### config.mk
export PLATFORM = sky130hd
export DESIGN_NAME = oct_top
export DESIGN_NICKNAME = d
export VERILOG_FILES = /design/src/rtl/oct_pkg.sv /design/src/rtl/oct_timebase.sv /design/src/rtl/oct_compare.sv /design/src/rtl/oct_pin_drive.sv /design/src/rtl/oct_top.sv
export SDC_FILE = /design/constraint.sdc
export NUM_CORES = 1
export LEC_CHECK = 0
export ABC_AREA = 1
export BUFFER_PORTS_ARGS = -buffer_cell sky130_fd_sc_hd__buf_2
export CORE_UTILIZATION = 45
export CTS_CLUSTER_SIZE = 14
export DETAILED_ROUTE_END_ITERATION = 10
export GPL_TIMING_DRIVEN = 0
export SETUP_SLACK_MARGIN = 0.2
export SYNTH_ARGS = -nofsm -noshare
export SYNTH_HDL_FRONTEND = slang
export SYNTH_SLANG_ARGS = --single-unit
### constraint.sdc
create_clock -name clk -period 4.3 [get_ports clk]
set_input_delay 1.075 -clock clk [delete_from_list [all_inputs] [get_ports clk]]
set_output_delay 1.075 -clock clk [all_outputs]
set_load 0.01 [all_outputs]
### src/rtl/oct_pkg.sv
package oct_pkg;

  // register addresses
  localparam logic [3:0] ADR_COUNT  = 4'd0;
  localparam logic [3:0] ADR_ACTION = 4'd8;
  localparam logic [3:0] ADR_MASK   = 4'd9;
  localparam logic [3:0] ADR_DATA   = 4'd10;
  localparam logic [3:0] ADR_PRESC  = 4'd11;
  localparam logic [3:0] ADR_FLAGS  = 4'd12;
  localparam logic [3:0] ADR_IEN    = 4'd13;
  localparam logic [3:0] ADR_FORCE  = 4'd14;

  localparam int PRE_W = 4;

  typedef enum logic [1:0] {
    ACT_NONE   = 2'b00,
    ACT_TOGGLE = 2'b01,
    ACT_LOW    = 2'b10,
    ACT_HIGH   = 2'b11
  } pin_act_e;

  // low bits of the prescale count that must all be one for a tick
  function automatic logic [PRE_W-1:0] div_mask(input logic [1:0] sel);
    case (sel)
      2'd0:    div_mask = 4'h0;
      2'd1:    div_mask = 4'h3;
      2'd2:    div_mask = 4'h7;
      default: div_mask = 4'hF;
    endcase
  endfunction

endpackage

### src/rtl/oct_timebase.sv
module oct_timebase
  import oct_pkg::*;
#(
  parameter int CNT_W = 16
) (
  input  logic             clk,
  input  logic             rst_n,
  input  logic [1:0]       div_sel,
  output logic             tick,
  output logic [CNT_W-1:0] count,
  output logic [CNT_W-1:0] count_next,
  output logic             wrap
);

  logic [PRE_W-1:0] pre_q;
  logic [PRE_W-1:0] pre_sel;

  assign pre_sel    = div_mask(div_sel);
  assign tick       = (pre_q & pre_sel) == pre_sel;
  assign count_next = count + CNT_W'(1);
  assign wrap       = tick && (&count);

  always_ff @(posedge clk) begin
    if (!rst_n) begin
      pre_q <= '0;
      count <= '0;
    end else begin
      pre_q <= pre_q + PRE_W'(1);
      if (tick) count <= count_next;
    end
  end

endmodule

### src/rtl/oct_compare.sv
module oct_compare #(
  parameter int CNT_W = 16
) (
  input  logic             tick,
  input  logic [CNT_W-1:0] cmp_val,
  input  logic [CNT_W-1:0] count_next,
  output logic             hit
);

  // only the value the counter is about to take can match
  assign hit = tick && (cmp_val == count_next);

endmodule

### src/rtl/oct_pin_drive.sv
module oct_pin_drive
  import oct_pkg::*;
#(
  parameter int NUM_CH = 5
) (
  input  logic                    clk,
  input  logic                    rst_n,
  input  logic [NUM_CH-1:0]       fire,
  input  logic [2*(NUM_CH-1)-1:0] codes,
  input  logic [NUM_CH-1:0]       grp_mask,
  input  logic [NUM_CH-1:0]       grp_data,
  output logic [NUM_CH-1:0]       pins
);

  logic [NUM_CH-1:0] pins_d;

  always_comb begin
    pins_d = pins;
    for (int k = 1; k < NUM_CH; k++) begin
      if (fire[k]) begin
        case (pin_act_e'(codes[2*k-2 +: 2]))
          ACT_TOGGLE: pins_d[k] = ~pins[k];
          ACT_LOW:    pins_d[k] = 1'b0;
          ACT_HIGH:   pins_d[k] = 1'b1;
          default:    pins_d[k] = pins[k];
        endcase
      end
    end
    // group channel applied last so it takes precedence
    if (fire[0]) pins_d = (pins_d & ~grp_mask) | (grp_data & grp_mask);
  end

  always_ff @(posedge clk) begin
    if (!rst_n) pins <= '0;
    else        pins <= pins_d;
  end

endmodule

### src/rtl/oct_top.sv
module oct_top
  import oct_pkg::*;
#(
  parameter int CNT_W  = 16,
  parameter int NUM_CH = 5
) (
  input  logic              clk,
  input  logic              rst_n,
  input  logic              reg_we,
  input  logic [3:0]        reg_addr,
  input  logic [CNT_W-1:0]  reg_wdata,
  output logic [CNT_W-1:0]  reg_rdata,
  output logic [NUM_CH-1:0] cmp_flag,
  output logic              ovf_flag,
  output logic              irq,
  output logic [NUM_CH-1:0] pin_out
);

  localparam int ACT_W = 2 * (NUM_CH - 1);
  localparam int FLG_W = NUM_CH + 1;

  logic             tick;
  logic             wrap;
  logic [CNT_W-1:0] count;
  logic [CNT_W-1:0] count_next;

  logic [CNT_W-1:0]  cmp_q [NUM_CH];
  logic [ACT_W-1:0]  act_q;
  logic [NUM_CH-1:0] mask_q;
  logic [NUM_CH-1:0] data_q;
  logic [1:0]        presc_q;
  logic [FLG_W-1:0]  ien_q;

  logic [NUM_CH-1:0] match_vec;
  logic [NUM_CH-1:0] force_vec;
  logic [NUM_CH-1:0] fire_vec;
  logic [NUM_CH-1:0] clr_vec;
  logic              clr_ovf;
  logic              wr_flags;

  oct_timebase #(.CNT_W(CNT_W)) u_tb (
    .clk        (clk),
    .rst_n      (rst_n),
    .div_sel    (presc_q),
    .tick       (tick),
    .count      (count),
    .count_next (count_next),
    .wrap       (wrap)
  );

  for (genvar g = 0; g < NUM_CH; g++) begin : g_ch
    always_ff @(posedge clk) begin
      if (!rst_n)                                   cmp_q[g] <= '1;
      else if (reg_we && reg_addr == 4'(g + 1))     cmp_q[g] <= reg_wdata;
    end

    oct_compare #(.CNT_W(CNT_W)) u_cmp (
      .tick       (tick),
      .cmp_val    (cmp_q[g]),
      .count_next (count_next),
      .hit        (match_vec[g])
    );
  end

  always_ff @(posedge clk) begin
    if (!rst_n) begin
      act_q   <= '0;
      mask_q  <= '0;
      data_q  <= '0;
      presc_q <= '0;
      ien_q   <= '0;
    end else if (reg_we) begin
      case (reg_addr)
        ADR_ACTION: act_q   <= reg_wdata[ACT_W-1:0];
        ADR_MASK:   mask_q  <= reg_wdata[NUM_CH-1:0];
        ADR_DATA:   data_q  <= reg_wdata[NUM_CH-1:0];
        ADR_PRESC:  presc_q <= reg_wdata[1:0];
        ADR_IEN:    ien_q   <= reg_wdata[FLG_W-1:0];
        default:    ;
      endcase
    end
  end

  // write-one-to-clear flags; a set at the same edge wins
  assign wr_flags = reg_we && (reg_addr == ADR_FLAGS);
  assign clr_vec  = wr_flags ? reg_wdata[NUM_CH-1:0] : '0;
  assign clr_ovf  = wr_flags && reg_wdata[NUM_CH];

  always_ff @(posedge clk) begin
    if (!rst_n) begin
      cmp_flag <= '0;
      ovf_flag <= 1'b0;
    end else begin
      cmp_flag <= (cmp_flag & ~clr_vec) | match_vec;
      ovf_flag <= (ovf_flag & ~clr_ovf) | wrap;
    end
  end

  assign irq = |({ovf_flag, cmp_flag} & ien_q);

  assign force_vec = (reg_we && reg_addr == ADR_FORCE) ? reg_wdata[NUM_CH-1:0] : '0;
  assign fire_vec  = match_vec | force_vec;

  oct_pin_drive #(.NUM_CH(NUM_CH)) u_pins (
    .clk      (clk),
    .rst_n    (rst_n),
    .fire     (fire_vec),
    .codes    (act_q),
    .grp_mask (mask_q),
    .grp_data (data_q),
    .pins     (pin_out)
  );

  always_comb begin
    reg_rdata = '0;
    for (int i = 0; i < NUM_CH; i++) begin
      if (reg_addr == 4'(i + 1)) reg_rdata = cmp_q[i];
    end
    case (reg_addr)
      ADR_COUNT:  reg_rdata = count;
      ADR_ACTION: reg_rdata = CNT_W'(act_q);
      ADR_MASK:   reg_rdata = CNT_W'(mask_q);
      ADR_DATA:   reg_rdata = CNT_W'(data_q);
      ADR_PRESC:  reg_rdata = CNT_W'(presc_q);
      ADR_FLAGS:  reg_rdata = CNT_W'({ovf_flag, cmp_flag});
      ADR_IEN:    reg_rdata = CNT_W'(ien_q);
      default:    ;
    endcase
  end

endmodule

==> flow_summary.json <==
{
  "ys.flop_type": "edfxtp_1",
  "first_pass_iters": 5,
  "overflow": 0,
  "die_y_um": 135.4,
  "worst_setup_path_start_kind": "input pin",
  "final_cell_area_sq_mm": 0.009296,
  "avgRoutedWirePerCell_um": 19.83,
  "yosys_register_bits": 137,
  "place_hpwl_mm": 20.48,
  "synthTopCellsByArea": "edfxtp_1 30%, nand2_1 15%, dfxtp_1 14%, nand3_1 6.7%, inv_1 6.6%",
  "power_mw": 3.424,
  "worst_clock_skew_ns": 0.01147,
  "maxSlewViolCount": 0,
  "yosys_warnings": 0,
  "first_global_vias": 6862,
  "status": "finished clean",
  "portBuffers": 48,
  "cts_tree": "yes",
  "clock_path_buffers": 2,
  "grt_usage_pct": 30.87,
  "worst-setup-path-type": "in -> out",
  "synth.avg_cell_area_sq_um": 7.531,
  "cts_resized": 11,
  "layout_min_cycle_time_ns": 4.089,
  "fillCellCount": 1727,
  "diodes": 0,
  "setup_violations": 0,
  "cts_buffers": 17,
  "synth_common_cells": "313 x nand2_1, 140 x inv_1, 107 x nand3_1",
  "syn_area_sq_mm": 0.008005,
  "insertion_delay_ns": 0.43,
  "arrival_ns": 3.01,
  "grt_setup_unrepaired": "false",
  "required_ns": 3.22,
  "initial_core_util_pct": 46.12,
  "cp_max_fo": 10,
  "synth_nets": 1088,
  "synthMostInstantiatedCell": "nand2_1",
  "setup_slack_ns": 0.2112,
  "synth_edf_count": 80,
  "clock.fmax_ghz": 0.2446,
  "hold_viol_final": 0,
  "place_inst": 1341,
  "postPlaceCellArea_sq_mm": 0.008646,
  "p_leak_nw": 4.052,
  "clk_pin_slew_ns": 0.06,
  "coreArea_sq_mm": 0.01736,
  "clkSinkCount": 137,
  "slew_headroom_pct": 18.71,
  "htreeDepth": 4,
  "antenna_found_initial": 0,
  "synth.distinct_cells": 39,
  "drc": 0,
  "num_vias": 7821,
  "synth_top_area_share_pct": 30.01,
  "synthToLayoutAreaGrowth_pct": 16.13,
  "via_per_inst": 5.696,
  "cp_slowest_cell": "a221oi_2",
  "tightestPinTransition_ns": 1.210,
  "die_area_sq_mm": 0.01833,
  "fin_cells": 1373,
  "final_net_count": 1160,
  "path_cells": "buf_2, inv_1, nor2_1, nand2_2, inv_1, clkbuf_2, a221oi_2, o2111ai_1, buf_2",
  "routed_wl_mm": 27.23,
  "async_flop_share_pct": 0,
  "cellPowerDensity_mw_per_mm2": 368.4,
  "max_cap_viol_count": 0,
  "ant_nets": 0,
  "drt-initial-drc-count": 853,
  "slowest_delay_ns": 0.45,
  "syn-instance-count": 1063,
  "setup.worst_path.end_class": "primary output",
  "dpl_worst_slack_ns": -0.3488,
  "ios": 51,
  "drive_gt1_share_pct": 12.37,
  "yosysTopAreaCell": "edfxtp_1",
  "hold_class": "reg -> reg",
  "grt_pass1_wl_mm": 40.79,
  "fp.dieW_um": 135.4,
  "peakVddDrop_mv": 0.2860,
  "root_buffer": "clkbuf_16",
  "min_period_over_period_pct": 95.09,
  "cts_hold_buf": 0,
  "seq_area_frac_synth_pct": 44.26,
  "cts_setup_buffers": 0,
  "rows": 48,
  "routabilityCongestion": 0.9719,
  "holdWs_ns": 0.4606,
  "grt_max_degree": 17
}
==> sequential cells by signal (all words and copies together) (netlist names), named ones only <==
name	flops
ovf_flag	1
u_tb.count	16
cmp_q	80
presc_q	2
cmp_flag	5
act_q	8
data_q	5
ien_q	6
mask_q	5
u_pins.pins	4
u_tb.pre_q	4
==> kinds of logic after synthesis <==
family	share of synthesized area, %
AO/OA/AOI/OAI	12.86
XOR/XNOR	2.641
AND/OR/NAND/NOR	31.68
flip-flops	44.26
adder cells (fa/ha/maj)	0.3125
buffers and inverters	8.237
==> power by group <==
part	total, mW	internal, mW	leakage [nW]	switching [mW]
Combinational	0.402	0.131	2.48	0.271
Sequential	1.50	1.45	1.26	0.0531
Clock	1.52	0.925	0.305	0.592
==> area by class of cell <==
cell class | instances | area (sq um) | share of cell area (%)
multi-input combinational | 753 | 3854 | 41.45
buffer | 30 | 132.6 | 1.427
tap | 225 | 281.5 | 3.028
sequential | 137 | 3543 | 38.12
clock buffer | 25 | 531.8 | 5.720
inverter | 143 | 538.0 | 5.787
timing repair buffer | 53 | 340.3 | 3.661
clock inverter | 7 | 75.07 | 0.8075
==> through the flow <==
step / util [%] / setup TNS (ns)
2_1_floorplan: - / 0
3_3_place_gp: 49.13 / -97.01
3_5_place_dp: 49.81 / -3.803
4_1_cts: 53.45 / 0
5_1_grt: 53.56 / 0
6_report: 53.56 / 0
==> layer usage <==
layer	share of wire, %	vias to the layer above	routed length (um)	GRT usage [%]
met5	0	-	0	0
met4	2.1	0	581	9.613
met3	11	44	2935	6.173
met2	42	406	11530	45.30
met1	45	3655	12180	45.28
li1	-	3716	-	-
==> final timing paths <==
path / cells after the start / startpoint / slack (ns) / to
worst max-delay path: 9 / reg_addr[2] / 0.21 / reg_rdata[4]
worst min-delay path: 2 / register / 0.46 / register
worst max register to register: 16 / u_tb.count[1] / 1.48 / u_pins.pins[2]
worst min register to register: 2 / register / 0.46 / register
==> cells in the final DEF, fill, tap and decap left out, types with 5 or more instances in the layout <==
cell type	n
o21ai_0	54
o22ai_1	18
clkbuf_1	23
nor2_2	6
nor2_1	65
o221ai_1	10
nand4_1	12
nand2_1	311
xor2_1	12
nand2_4	5
nor3_1	7
inv_1	140
dfxtp_1	57
a221oi_1	12
nand3_1	107
xnor2_1	7
nand2_2	14
o21ai_2	6
clkbuf_16	20
a21oi_1	63
edfxtp_1	80
buf_2	49
o2111ai_1	5
nand3b_1	12
clkbuf_2	5
==> worst max-delay path: cells and delay by family <==
family / cells / cell delay (ns)
simple gates: 2 / 0.33
compound gates: 2 / 0.72
buf+inv: 5 / 0.87
Power figures use the tool's default switching activity.
